===== src/rtl/ddr2_init_pkg.sv =====
package ddr2_init_pkg;

  // {cs_n, ras_n, cas_n, we_n}
  typedef enum logic [3:0] {
    CMD_MRS = 4'b0000,
    CMD_ARF = 4'b0001,
    CMD_PCH = 4'b0010,
    CMD_NOP = 4'b0111
  } cmd_e;

  typedef enum logic [2:0] {
    ST_WAIT = 3'd0,
    ST_CKE  = 3'd1,
    ST_CMD  = 3'd2,
    ST_GAP  = 3'd3,
    ST_DONE = 3'd4
  } state_e;

  localparam int unsigned NUM_STEPS = 11;
  localparam int unsigned STEP_W    = $clog2(NUM_STEPS);

  function automatic int unsigned max_u(input int unsigned a, input int unsigned b);
    return (a > b) ? a : b;
  endfunction

endpackage


===== src/rtl/ddr2_init_timer.sv =====
module ddr2_init_timer
  import ddr2_init_pkg::*;
#(
  parameter int unsigned CNT_W   = 8,
  parameter int unsigned RST_VAL = 0
) (
  input  logic             clk,
  input  logic             rst_n,
  input  logic             load,
  input  logic [CNT_W-1:0] load_val,
  output logic             expired
);

  logic [CNT_W-1:0] cnt_q;
  logic [CNT_W-1:0] cnt_n;

  always_comb begin
    cnt_n = cnt_q;
    if (load) begin
      cnt_n = load_val;
    end else if (cnt_q != '0) begin
      cnt_n = cnt_q - CNT_W'(1);
    end
  end

  always_ff @(posedge clk or negedge rst_n) begin
    if (!rst_n) begin
      cnt_q <= CNT_W'(RST_VAL);
    end else begin
      cnt_q <= cnt_n;
    end
  end

  assign expired = (cnt_q == '0);

endmodule


===== src/rtl/ddr2_init_steps.sv =====
module ddr2_init_steps
  import ddr2_init_pkg::*;
#(
  parameter int unsigned   ADDR_W      = 14,
  parameter int unsigned   BA_W        = 3,
  parameter int unsigned   CNT_W       = 8,
  parameter int unsigned   T_MRD       = 2,
  parameter int unsigned   T_RP        = 3,
  parameter int unsigned   T_RFC       = 9,
  parameter int unsigned   T_DLL       = 200,
  parameter logic [13:0]   MR_VAL      = 14'h0042,
  parameter logic [13:0]   EMR1_VAL    = 14'h0004,
  parameter logic [13:0]   EMR2_VAL    = 14'h0000,
  parameter logic [13:0]   EMR3_VAL    = 14'h0000,
  parameter int unsigned   DLL_RST_BIT = 8,
  parameter int unsigned   OCD_LSB     = 7,
  parameter int unsigned   AP_BIT      = 10
) (
  input  logic [STEP_W-1:0] step,
  output cmd_e              cmd,
  output logic [BA_W-1:0]   ba,
  output logic [ADDR_W-1:0] addr,
  output logic [CNT_W-1:0]  gap
);

  localparam logic [ADDR_W-1:0] DLL_MASK  = ADDR_W'(1) << DLL_RST_BIT;
  localparam logic [ADDR_W-1:0] OCD_MASK  = ADDR_W'(3'b111) << OCD_LSB;
  localparam logic [ADDR_W-1:0] ALL_BANKS = ADDR_W'(1) << AP_BIT;
  localparam logic [ADDR_W-1:0] MR_A      = ADDR_W'(MR_VAL);
  localparam logic [ADDR_W-1:0] EMR1_A    = ADDR_W'(EMR1_VAL);
  localparam logic [ADDR_W-1:0] MR_DLL_RST   = MR_A | DLL_MASK;
  localparam logic [ADDR_W-1:0] MR_RUN       = MR_A & ~DLL_MASK;
  localparam logic [ADDR_W-1:0] EMR1_OCD_OFF = EMR1_A & ~OCD_MASK;
  localparam logic [ADDR_W-1:0] EMR1_OCD_DEF = EMR1_A | OCD_MASK;

  always_comb begin
    cmd  = CMD_NOP;
    ba   = '0;
    addr = '0;
    gap  = CNT_W'(T_MRD);
    case (step)
      STEP_W'(0), STEP_W'(5): begin
        cmd  = CMD_PCH;
        addr = ALL_BANKS;
        gap  = CNT_W'(T_RP);
      end
      STEP_W'(1): begin
        cmd  = CMD_MRS;
        ba   = BA_W'(2);
        addr = ADDR_W'(EMR2_VAL);
      end
      STEP_W'(2): begin
        cmd  = CMD_MRS;
        ba   = BA_W'(3);
        addr = ADDR_W'(EMR3_VAL);
      end
      STEP_W'(3), STEP_W'(10): begin
        cmd  = CMD_MRS;
        ba   = BA_W'(1);
        addr = EMR1_OCD_OFF;
      end
      STEP_W'(4): begin
        cmd  = CMD_MRS;
        addr = MR_DLL_RST;
        gap  = CNT_W'(T_DLL);
      end
      STEP_W'(6), STEP_W'(7): begin
        cmd  = CMD_ARF;
        gap  = CNT_W'(T_RFC);
      end
      STEP_W'(8): begin
        cmd  = CMD_MRS;
        addr = MR_RUN;
      end
      STEP_W'(9): begin
        cmd  = CMD_MRS;
        ba   = BA_W'(1);
        addr = EMR1_OCD_DEF;
      end
      default: begin
        cmd  = CMD_NOP;
      end
    endcase
  end

endmodule


===== src/rtl/ddr2_init_fsm.sv =====
module ddr2_init_fsm
  import ddr2_init_pkg::*;
#(
  parameter int unsigned CNT_W = 8
) (
  input  logic              clk,
  input  logic              rst_n,
  input  logic              expired,
  input  logic [CNT_W-1:0]  gap,
  output state_e            state_nxt,
  output logic [STEP_W-1:0] step_nxt,
  output logic              load,
  output logic [CNT_W-1:0]  load_val
);

  localparam logic [STEP_W-1:0] LAST_STEP = STEP_W'(NUM_STEPS - 1);

  state_e            state_q;
  logic [STEP_W-1:0] step_q;

  always_comb begin
    state_nxt = state_q;
    step_nxt  = step_q;
    load      = 1'b0;
    case (state_q)
      ST_WAIT: begin
        if (expired) state_nxt = ST_CKE;
      end
      ST_CKE: begin
        state_nxt = ST_CMD;
        step_nxt  = '0;
      end
      ST_CMD: begin
        state_nxt = ST_GAP;
        load      = 1'b1;
      end
      ST_GAP: begin
        if (expired) begin
          if (step_q == LAST_STEP) begin
            state_nxt = ST_DONE;
          end else begin
            state_nxt = ST_CMD;
            step_nxt  = step_q + STEP_W'(1);
          end
        end
      end
      ST_DONE: begin
        state_nxt = ST_DONE;
      end
      default: begin
        state_nxt = ST_WAIT;
      end
    endcase
  end

  // command cycle counts as the first cycle of the gap
  assign load_val = gap - CNT_W'(2);

  always_ff @(posedge clk or negedge rst_n) begin
    if (!rst_n) begin
      state_q <= ST_WAIT;
      step_q  <= '0;
    end else begin
      state_q <= state_nxt;
      step_q  <= step_nxt;
    end
  end

endmodule


===== src/rtl/ddr2_init_seq.sv =====
module ddr2_init_seq
  import ddr2_init_pkg::*;
#(
  parameter int unsigned ADDR_W      = 14,
  parameter int unsigned BA_W        = 3,
  parameter int unsigned SYNC_STAGES = 2,
  parameter int unsigned STARTUP_CYC = 10_000_000,
  parameter int unsigned T_MRD       = 2,
  parameter int unsigned T_RP        = 3,
  parameter int unsigned T_RFC       = 26,
  parameter int unsigned T_DLL       = 200,
  parameter logic [13:0] MR_VAL      = 14'h0042,
  parameter logic [13:0] EMR1_VAL    = 14'h0004,
  parameter logic [13:0] EMR2_VAL    = 14'h0000,
  parameter logic [13:0] EMR3_VAL    = 14'h0000
) (
  input  logic              clk,
  input  logic              rst_n,
  output logic              cke,
  output logic              cs_n,
  output logic              ras_n,
  output logic              cas_n,
  output logic              we_n,
  output logic [BA_W-1:0]   ba,
  output logic [ADDR_W-1:0] addr,
  output logic              init_done
);

  localparam int unsigned MAX_WAIT = max_u(max_u(STARTUP_CYC, T_DLL),
                                           max_u(T_RFC, max_u(T_RP, T_MRD)));
  localparam int unsigned CNT_W    = $clog2(MAX_WAIT + 1);

  // reset: asynchronous assert, synchronous release
  logic [SYNC_STAGES-1:0] sync_q;
  logic                   rst_int_n;

  always_ff @(posedge clk or negedge rst_n) begin
    if (!rst_n) begin
      sync_q <= '0;
    end else begin
      sync_q <= {sync_q[SYNC_STAGES-2:0], 1'b1};
    end
  end
  assign rst_int_n = sync_q[SYNC_STAGES-1];

  state_e            state_nxt;
  logic [STEP_W-1:0] step_nxt;
  logic              tmr_load;
  logic [CNT_W-1:0]  tmr_val;
  logic              tmr_expired;
  cmd_e              rom_cmd;
  logic [BA_W-1:0]   rom_ba;
  logic [ADDR_W-1:0] rom_addr;
  logic [CNT_W-1:0]  rom_gap;
  logic [CNT_W-1:0]  gap_q;

  ddr2_init_timer #(
    .CNT_W   (CNT_W),
    .RST_VAL (STARTUP_CYC - 1)
  ) u_timer (
    .clk      (clk),
    .rst_n    (rst_int_n),
    .load     (tmr_load),
    .load_val (tmr_val),
    .expired  (tmr_expired)
  );

  ddr2_init_fsm #(
    .CNT_W (CNT_W)
  ) u_fsm (
    .clk       (clk),
    .rst_n     (rst_int_n),
    .expired   (tmr_expired),
    .gap       (gap_q),
    .state_nxt (state_nxt),
    .step_nxt  (step_nxt),
    .load      (tmr_load),
    .load_val  (tmr_val)
  );

  ddr2_init_steps #(
    .ADDR_W   (ADDR_W),
    .BA_W     (BA_W),
    .CNT_W    (CNT_W),
    .T_MRD    (T_MRD),
    .T_RP     (T_RP),
    .T_RFC    (T_RFC),
    .T_DLL    (T_DLL),
    .MR_VAL   (MR_VAL),
    .EMR1_VAL (EMR1_VAL),
    .EMR2_VAL (EMR2_VAL),
    .EMR3_VAL (EMR3_VAL)
  ) u_steps (
    .step (step_nxt),
    .cmd  (rom_cmd),
    .ba   (rom_ba),
    .addr (rom_addr),
    .gap  (rom_gap)
  );

  // registered pin stage, aligned with FSM state
  logic              cke_n, done_n;
  cmd_e              cmd_n, cmd_q;
  logic [BA_W-1:0]   ba_n;
  logic [ADDR_W-1:0] addr_n;
  logic              cke_q, done_q;
  logic [BA_W-1:0]   ba_q;
  logic [ADDR_W-1:0] addr_q;

  always_comb begin
    cke_n  = (state_nxt != ST_WAIT);
    done_n = (state_nxt == ST_DONE);
    if (state_nxt == ST_CMD) begin
      cmd_n  = rom_cmd;
      ba_n   = rom_ba;
      addr_n = rom_addr;
    end else begin
      cmd_n  = CMD_NOP;
      ba_n   = '0;
      addr_n = '0;
    end
  end

  always_ff @(posedge clk or negedge rst_int_n) begin
    if (!rst_int_n) begin
      cke_q  <= 1'b0;
      done_q <= 1'b0;
      cmd_q  <= CMD_NOP;
      ba_q   <= '0;
      addr_q <= '0;
      gap_q  <= CNT_W'(T_RP);
    end else begin
      cke_q  <= cke_n;
      done_q <= done_n;
      cmd_q  <= cmd_n;
      ba_q   <= ba_n;
      addr_q <= addr_n;
      gap_q  <= rom_gap;
    end
  end

  assign cke       = cke_q;
  assign init_done = done_q;
  assign {cs_n, ras_n, cas_n, we_n} = cmd_q;
  assign ba        = ba_q;
  assign addr      = addr_q;

endmodule


===== config.mk =====
export PLATFORM = sky130hd
export DESIGN_NAME = ddr2_init_seq
export DESIGN_NICKNAME = d
export VERILOG_FILES = /design/src/rtl/ddr2_init_pkg.sv /design/src/rtl/ddr2_init_timer.sv /design/src/rtl/ddr2_init_steps.sv /design/src/rtl/ddr2_init_fsm.sv /design/src/rtl/ddr2_init_seq.sv
export SDC_FILE = /design/constraint.sdc
export NUM_CORES = 1
export LEC_CHECK = 0
export ABC_AREA = 1
export ABC_CLOCK_PERIOD_IN_PS = 4000
export CAP_MARGIN = 15
export CORE_MARGIN = 3
export CORE_UTILIZATION = 45
export CTS_CLUSTER_DIAMETER = 150
export DETAILED_ROUTE_END_ITERATION = 8
export PLACE_DENSITY = 0.7
export SYNTH_ARGS = -nofsm -noshare
export SYNTH_HDL_FRONTEND = slang
export SYNTH_SLANG_ARGS = --single-unit

===== constraint.sdc =====
create_clock -name clk -period 4 [get_ports clk]
set_input_delay 0.8 -clock clk [delete_from_list [all_inputs] [get_ports clk]]
set_output_delay 0.8 -clock clk [all_outputs]
set_load 0.1 [all_outputs]

# After elaboration in Yosys (flattened, before gate mapping)
# Index checks and enable logic that the tools add are counted.
op_classes:
  eq_ne: 17
  n_addsub: 3
  reduce_logical: 11
  muxes: 17
ops:
  columns: ["op", "count"]
  rows:
  - ["case mux 11 bit (5 select lines)", 1]
  - ["2-to-1 mux 24 bit", 2]
  - ["logical NOT 24 bit", 1]
  - ["case mux 8 bit (3 select lines)", 1]
  - ["nonzero test 24 bit", 1]
  - ["subtractor 24 x 1 -> 24 bit, second input constant", 1]
  - ["subtractor 24 x 2 -> 24 bit, second input constant", 1]
  - ["equality test 4 x 3 -> 1 bit, second input constant", 4]
  - ["equality test 4 bit, second input constant", 4]
  - ["case mux 3 bit (5 select lines)", 1]
  - ["2-to-1 mux 14 bit", 1]
  - ["2-to-1 mux 3 bit", 4]
  - ["2-to-1 mux 4 bit", 3]
  - ["equality test 3 x 2 -> 1 bit, second input constant", 3]
  - ["case mux 3 bit (3 select lines)", 1]
  - ["equality test 4 x 2 -> 1 bit, second input constant", 2]
  - ["case mux 4 bit (2 select lines)", 1]
  - ["OR reduction 7 bit", 1]
  - ["equality test 3 bit, second input constant", 2]
  - ["case mux 2 bit (3 select lines)", 1]
  - ["OR reduction 2 bit", 3]
  - ["adder 4 x 1 -> 4 bit, second input constant", 1]
  - ["equality test 4 x 1 -> 1 bit, second input constant", 1]
  - ["logical NOT 4 bit", 1]
  - ["6 further kinds", 6]
word_totals:
  wordCells: 58
  inputBits: 2
  output_inout_bits: 23
  register_bits: 80

# Depth between registers and ports, before layout
depth:
  depth_word: 8
  mapped_depth: 16
  ltp_nobuf: 16

# Hierarchy
# From an unflattened synthesis, not the netlist that was laid out.
unflattened:
  hier_cells: 605
  hier_area_um2: 4645.7
modules_own_cells:
  columns: ["module", "area_per_inst_um2", "n_inst", "seq_area_each_um2", "cells_each"]
  rows:
  - ["ddr2_init_timer", 1636.6, 1, 618.1, 254]
  - ["ddr2_init_seq", 1480.2, 1, 1232.4, 99]
  - ["ddr2_init_fsm", 1069.8, 1, 175.2, 173]
  - ["ddr2_init_steps", 459.2, 1, 0.0, 79]

# Worst setup path after synthesis
# No wires, ideal clock.
synth_path:
  path_type: "register -> output"
  startpoint: "reg addr_q[6], in the netlist addr[6]"
  endpoint: "out addr[6]"
  path_buffers: 1
  t_arrival_ns: 1.324
  slack_ns: 1.876
  stages_incl_launch_ff: 2
  required_ns: 3.200
  path_cell_list: "dfrtp_1 > buf_4"
synth_rtl:
  columns: ["item", "line_no", "rtl"]
  rows:
  - ["start: declaration", "ddr2_init_seq.sv:108", "logic [ADDR_W-1:0] addr_q;"]
  - ["start signal: assignment", "ddr2_init_seq.sv:137", "addr_q <= addr_n;"]
  - ["end: declaration", "ddr2_init_seq.sv:25", "output logic [ADDR_W-1:0] addr,"]
# No word-level cell between the ends.

# Worst setup path in the final report
layout_path:
  startpoint: "reg cmd_q[2]"
  endpoint: "out ras_n"
layout_rtl:
  columns: ["item", "line_no", "rtl"]
  rows:
  - ["start: declaration", "ddr2_init_seq.sv:103", "cmd_e cmd_n, cmd_q;"]
  - ["start signal: assignment", "ddr2_init_seq.sv:135", "cmd_q <= cmd_n;"]
  - ["end: declaration", "ddr2_init_seq.sv:21", "output logic ras_n,"]
# No word-level cell between the ends.

==> impl_metrics.py <==
metrics = {
    "timing": {
        "fmax_mhz": 362,
        "max_slew.worst_pin.slew_ns": 0.970,
        "worst_slew_slack_as_a_fraction_of_its_limit": 0.351,
        "final.setup.tns_ns": 0,
        "finalMaxSlewViolations": 0,
        "post_route_fraction_of_the_period_consumed_by_the_critical_path": 0.690,
        "grt_setup_unrepaired": "no",
        "layout_min_cycle_time_ns": 2.76,
        "fin_worst_skew_ns": 0.00496,
        "number_of_hold_violations_in_the_final_report": 0,
        "setup_viol_count_final": 0,
    },
    "synthesis": {
        "yosysTopAreaCell": "dfrtp_1",
        "yosysTopAreaCellShare": 0.262,
        "post_synth_num_cell_types": 42,
        "syn_inst_count": 352,
        "synth_sequential_area_ratio": 0.431,
        "synth_area_leaders": "dfrtp_1 (26%), dfstp_2 (17%), nand2_1 (7.4%), nor2_1 (5.8%), inv_1 (5.1%)",
        "postSynthAreaPerCell_sq_um": 8.40,
        "synth-warning-count": 0,
        "postSynthRegisterBits": 50,
        "synthesis.area_sq_um": 2960,
    },
    "detailed_routing": {
        "wire_per_inst_um": 12.6,
        "dr_pass1_iterations": 4,
        "detail-route-antenna-nets": 0,
        "post_drt_via_cell_ratio": 4.96,
        "finalWirelength_mm": 5.62,
        "drt_iter0_markers": 97,
        "vias": 2209,
        "drc_errors": 0,
    },
    "cts": {
        "clockBufferDepth": 2,
        "cts_hold_buffers": 0,
        "post_cts_resize_count": 0,
        "tritoncts": "done",
        "numCtsBuffers": 5,
        "clock_slew_at_reported_path_ffs_ns": 0.09,
        "post_cts.repair.setup_buffers": 0,
        "htreeDepth": 2,
        "ctsRootBufferMaster": "clkbuf_8",
        "worst_skew_pair_later_pin_latency_ns": 0.30,
        "clock_sink_count": 50,
    },
    "worst_setup_path": {
        "slowest_delay_ns": 1.12,
        "cp_slowest_cell": "clkdlybuf4s50_1",
        "critPathBufInv": 1,
        "worst_path_dominant_cell_family": "buffers and inverters",
        "worst-endpoint-required_ns": 3.20,
        "crit_chain": "clkdlybuf4s50_1",
        "critical_path_class": "reg2out",
        "rrSetupSlack_ns": 1.71,
        "worst_setup_path_start_kind": "flip-flop",
        "path_max_fanout": 1,
        "critPathArrivalTime_ns": 1.96,
        "worstSetupEndpointType": "output pin",
    },
    "flow_run": {
        "maxCapViolations": 0,
    },
    "place": {
        "io_buffer_count": 15,
        "dp_hpwl_mm": 4.08,
        "place.gp.congestion": 0.880,
        "placed_cells_incl_taps": 436,
    },
    "die": {
        "die_height_um": 87.1,
        "die_width_um": 87.1,
        "fp.dieArea_sq_um": 7580,
        "total_i_o_pin_count": 25,
        "initial_utilization": 0.482,
        "floorplan.rows": 28,
        "floorplan.core_area_sq_um": 6130,
    },
    "grt": {
        "global_route.overflow_total": 0,
        "grt_antenna_before_repair": 0,
        "grt_first_pass_wirelength_mm": 9.91,
        "grt_pass1_vias": 2200,
        "largest_net_degree_at_the_start_of_global_routing": 49,
        "gr-usage-all-layers": 0.164,
    },
    "run_status": {
        "status": "completed",
    },
    "final_layout": {
        "nets_final": 377,
        "area.growth.synth_to_final_pct": 10.7,
        "n_antenna_cell": 0,
        "post_layout_nonfiller_instances": 445,
        "final_layout_size_suffix_gt1_frac": 0.235,
    },
    "power": {
        "finalPower_uw": 914,
        "static-leakage-power_nw": 1.56,
        "power_density_nw_per_um2": 279,
        "vdd.ir_drop.worst_v": 0.000152,
    },
    "worst_hold_path": {
        "hold_path_class": "reg2async",
    },
}
[synthesized netlist by cell type, drive strengths merged]
| master | instances |
|---|---|
| inv | 45 |
| o311ai | 1 |
| xnor2 | 9 |
| o21ai | 10 |
| nand4 | 7 |
| nor3 | 3 |
| o21bai | 1 |
| dfrtp | 31 |
| clkinv | 2 |
| nand3 | 27 |
| clkbuf | 3 |
| o31ai | 1 |
| o21a | 3 |
| ha | 6 |
| nor4 | 1 |
| dfstp | 19 |
| conb | 2 |
| nand2 | 71 |
| or2 | 7 |
| buf | 13 |
| a211oi | 2 |
| nor2 | 62 |
| a311oi | 1 |
| xor2 | 2 |
| a21oi | 22 |
| nand3b | 1 |
[final cells by class]
class	count	area [sq um]
Fill cell	604	2860
Multi-Input combinational cell	247	1430
Sequential cell	50	1280
Timing Repair Buffer	18	185
Inverter	47	178
Tap cell	75	93.8
Clock buffer	6	72.6
Clock inverter	2	37.5
[through the flow]
stage | hold slack [ns] | instance area [sq um] | setup WS [ns] | util
3_5_place_dp | 0.339 | 3140 | 1.58 | 0.513
6_report | 0.197 | 3270 | 1.24 | 0.534
4_1_cts | 0.361 | 3250 | 1.23 | 0.531
3_3_place_gp | 0.336 | 3140 | 1.58 | 0.513
5_1_grt | 0.231 | 3270 | 1.21 | 0.534
2_1_floorplan | 0.331 | 2990 | 1.88 | -
[cell families (layout without fill, tap and decap cells)]
group,count (synthesis),after routing,share of synthesized area
DFF,50,50,0.431
AOI/OAI and AO/OA,41,41,0.0863
other,2,10,0.00254
buffers and inverters,63,73,0.0952
adders and majority gates,6,6,0.0254
xor gates and xnor gates,11,11,0.0326
and+or+nand+nor,179,179,0.327
[placed cells by master (no fill, tap or decap), types with 2 or more instances in the layout]
cell              n
nand3_1          19
dfstp_2          19
nand3_4           2
buf_4             2
a21oi_1          19
nand3_2           6
xor2_1            2
nand4_1           6
nor2_2            7
clkbuf_8          5
dfrtp_1          30
ha_1              6
nand2_2          10
nor3_1            2
nand2_4           3
o21ai_0           9
clkdlybuf4s50_1  15
inv_2             5
o21a_1            2
or2_2             7
conb_1           10
nand2_1          58
a211oi_1          2
inv_1            40
nor2_4            8
xnor2_1           9
a21oi_2           2
nor2_1           46
[layer usage]
metal / vias up / track usage / wire (um)
met2: 24 / 0.273 / 2680
met3: 6 / 0.0331 / 157
met5: - / 0 / 0
li1: 1130 / - / -
met4: 0 / 0.0382 / 45
met1: 1049 / 0.218 / 2740
[sequential cells by signal, indices dropped and copies added, names as in the netlist]
signal	flops
cmd_q	3
sync_q	2
u_timer.cnt_q	24
ba	2
cke	1
addr	5
init_done	1
u_fsm.step_q	4
gap_q	5
u_fsm.state_q	3
[report_power, final]
part / internal (mW) / leakage [nW] / switching [mW]
logic: 0.00282 / 0.918 / 0.0432
clock network: 0.187 / 0.0514 / 0.170
registers: 0.507 / 0.588 / 0.00352
[path summary, 6_finish.rpt]
check	start	end	cells past startpoint
hold / removal	sync_q[1]$_DFF_PN0_	init_done$_DFF_PN0_	0
max in group asynchronous	rst_n	sync_q[1]$_DFF_PN0_	1
setup reg to reg	u_timer.cnt_q[0]$_DFFE_PN1P_	ba[0]$_DFF_PN0_	11
hold reg to reg	sync_q[1]$_DFF_PN0_	init_done$_DFF_PN0_	0
min in group clk	sync_q[0]$_DFF_PN0_	sync_q[1]$_DFF_PN0_	0
setup / recovery	cmd_q[2]$_DFF_PN1_	ras_n	1
(Power assumes the default switching activity.)
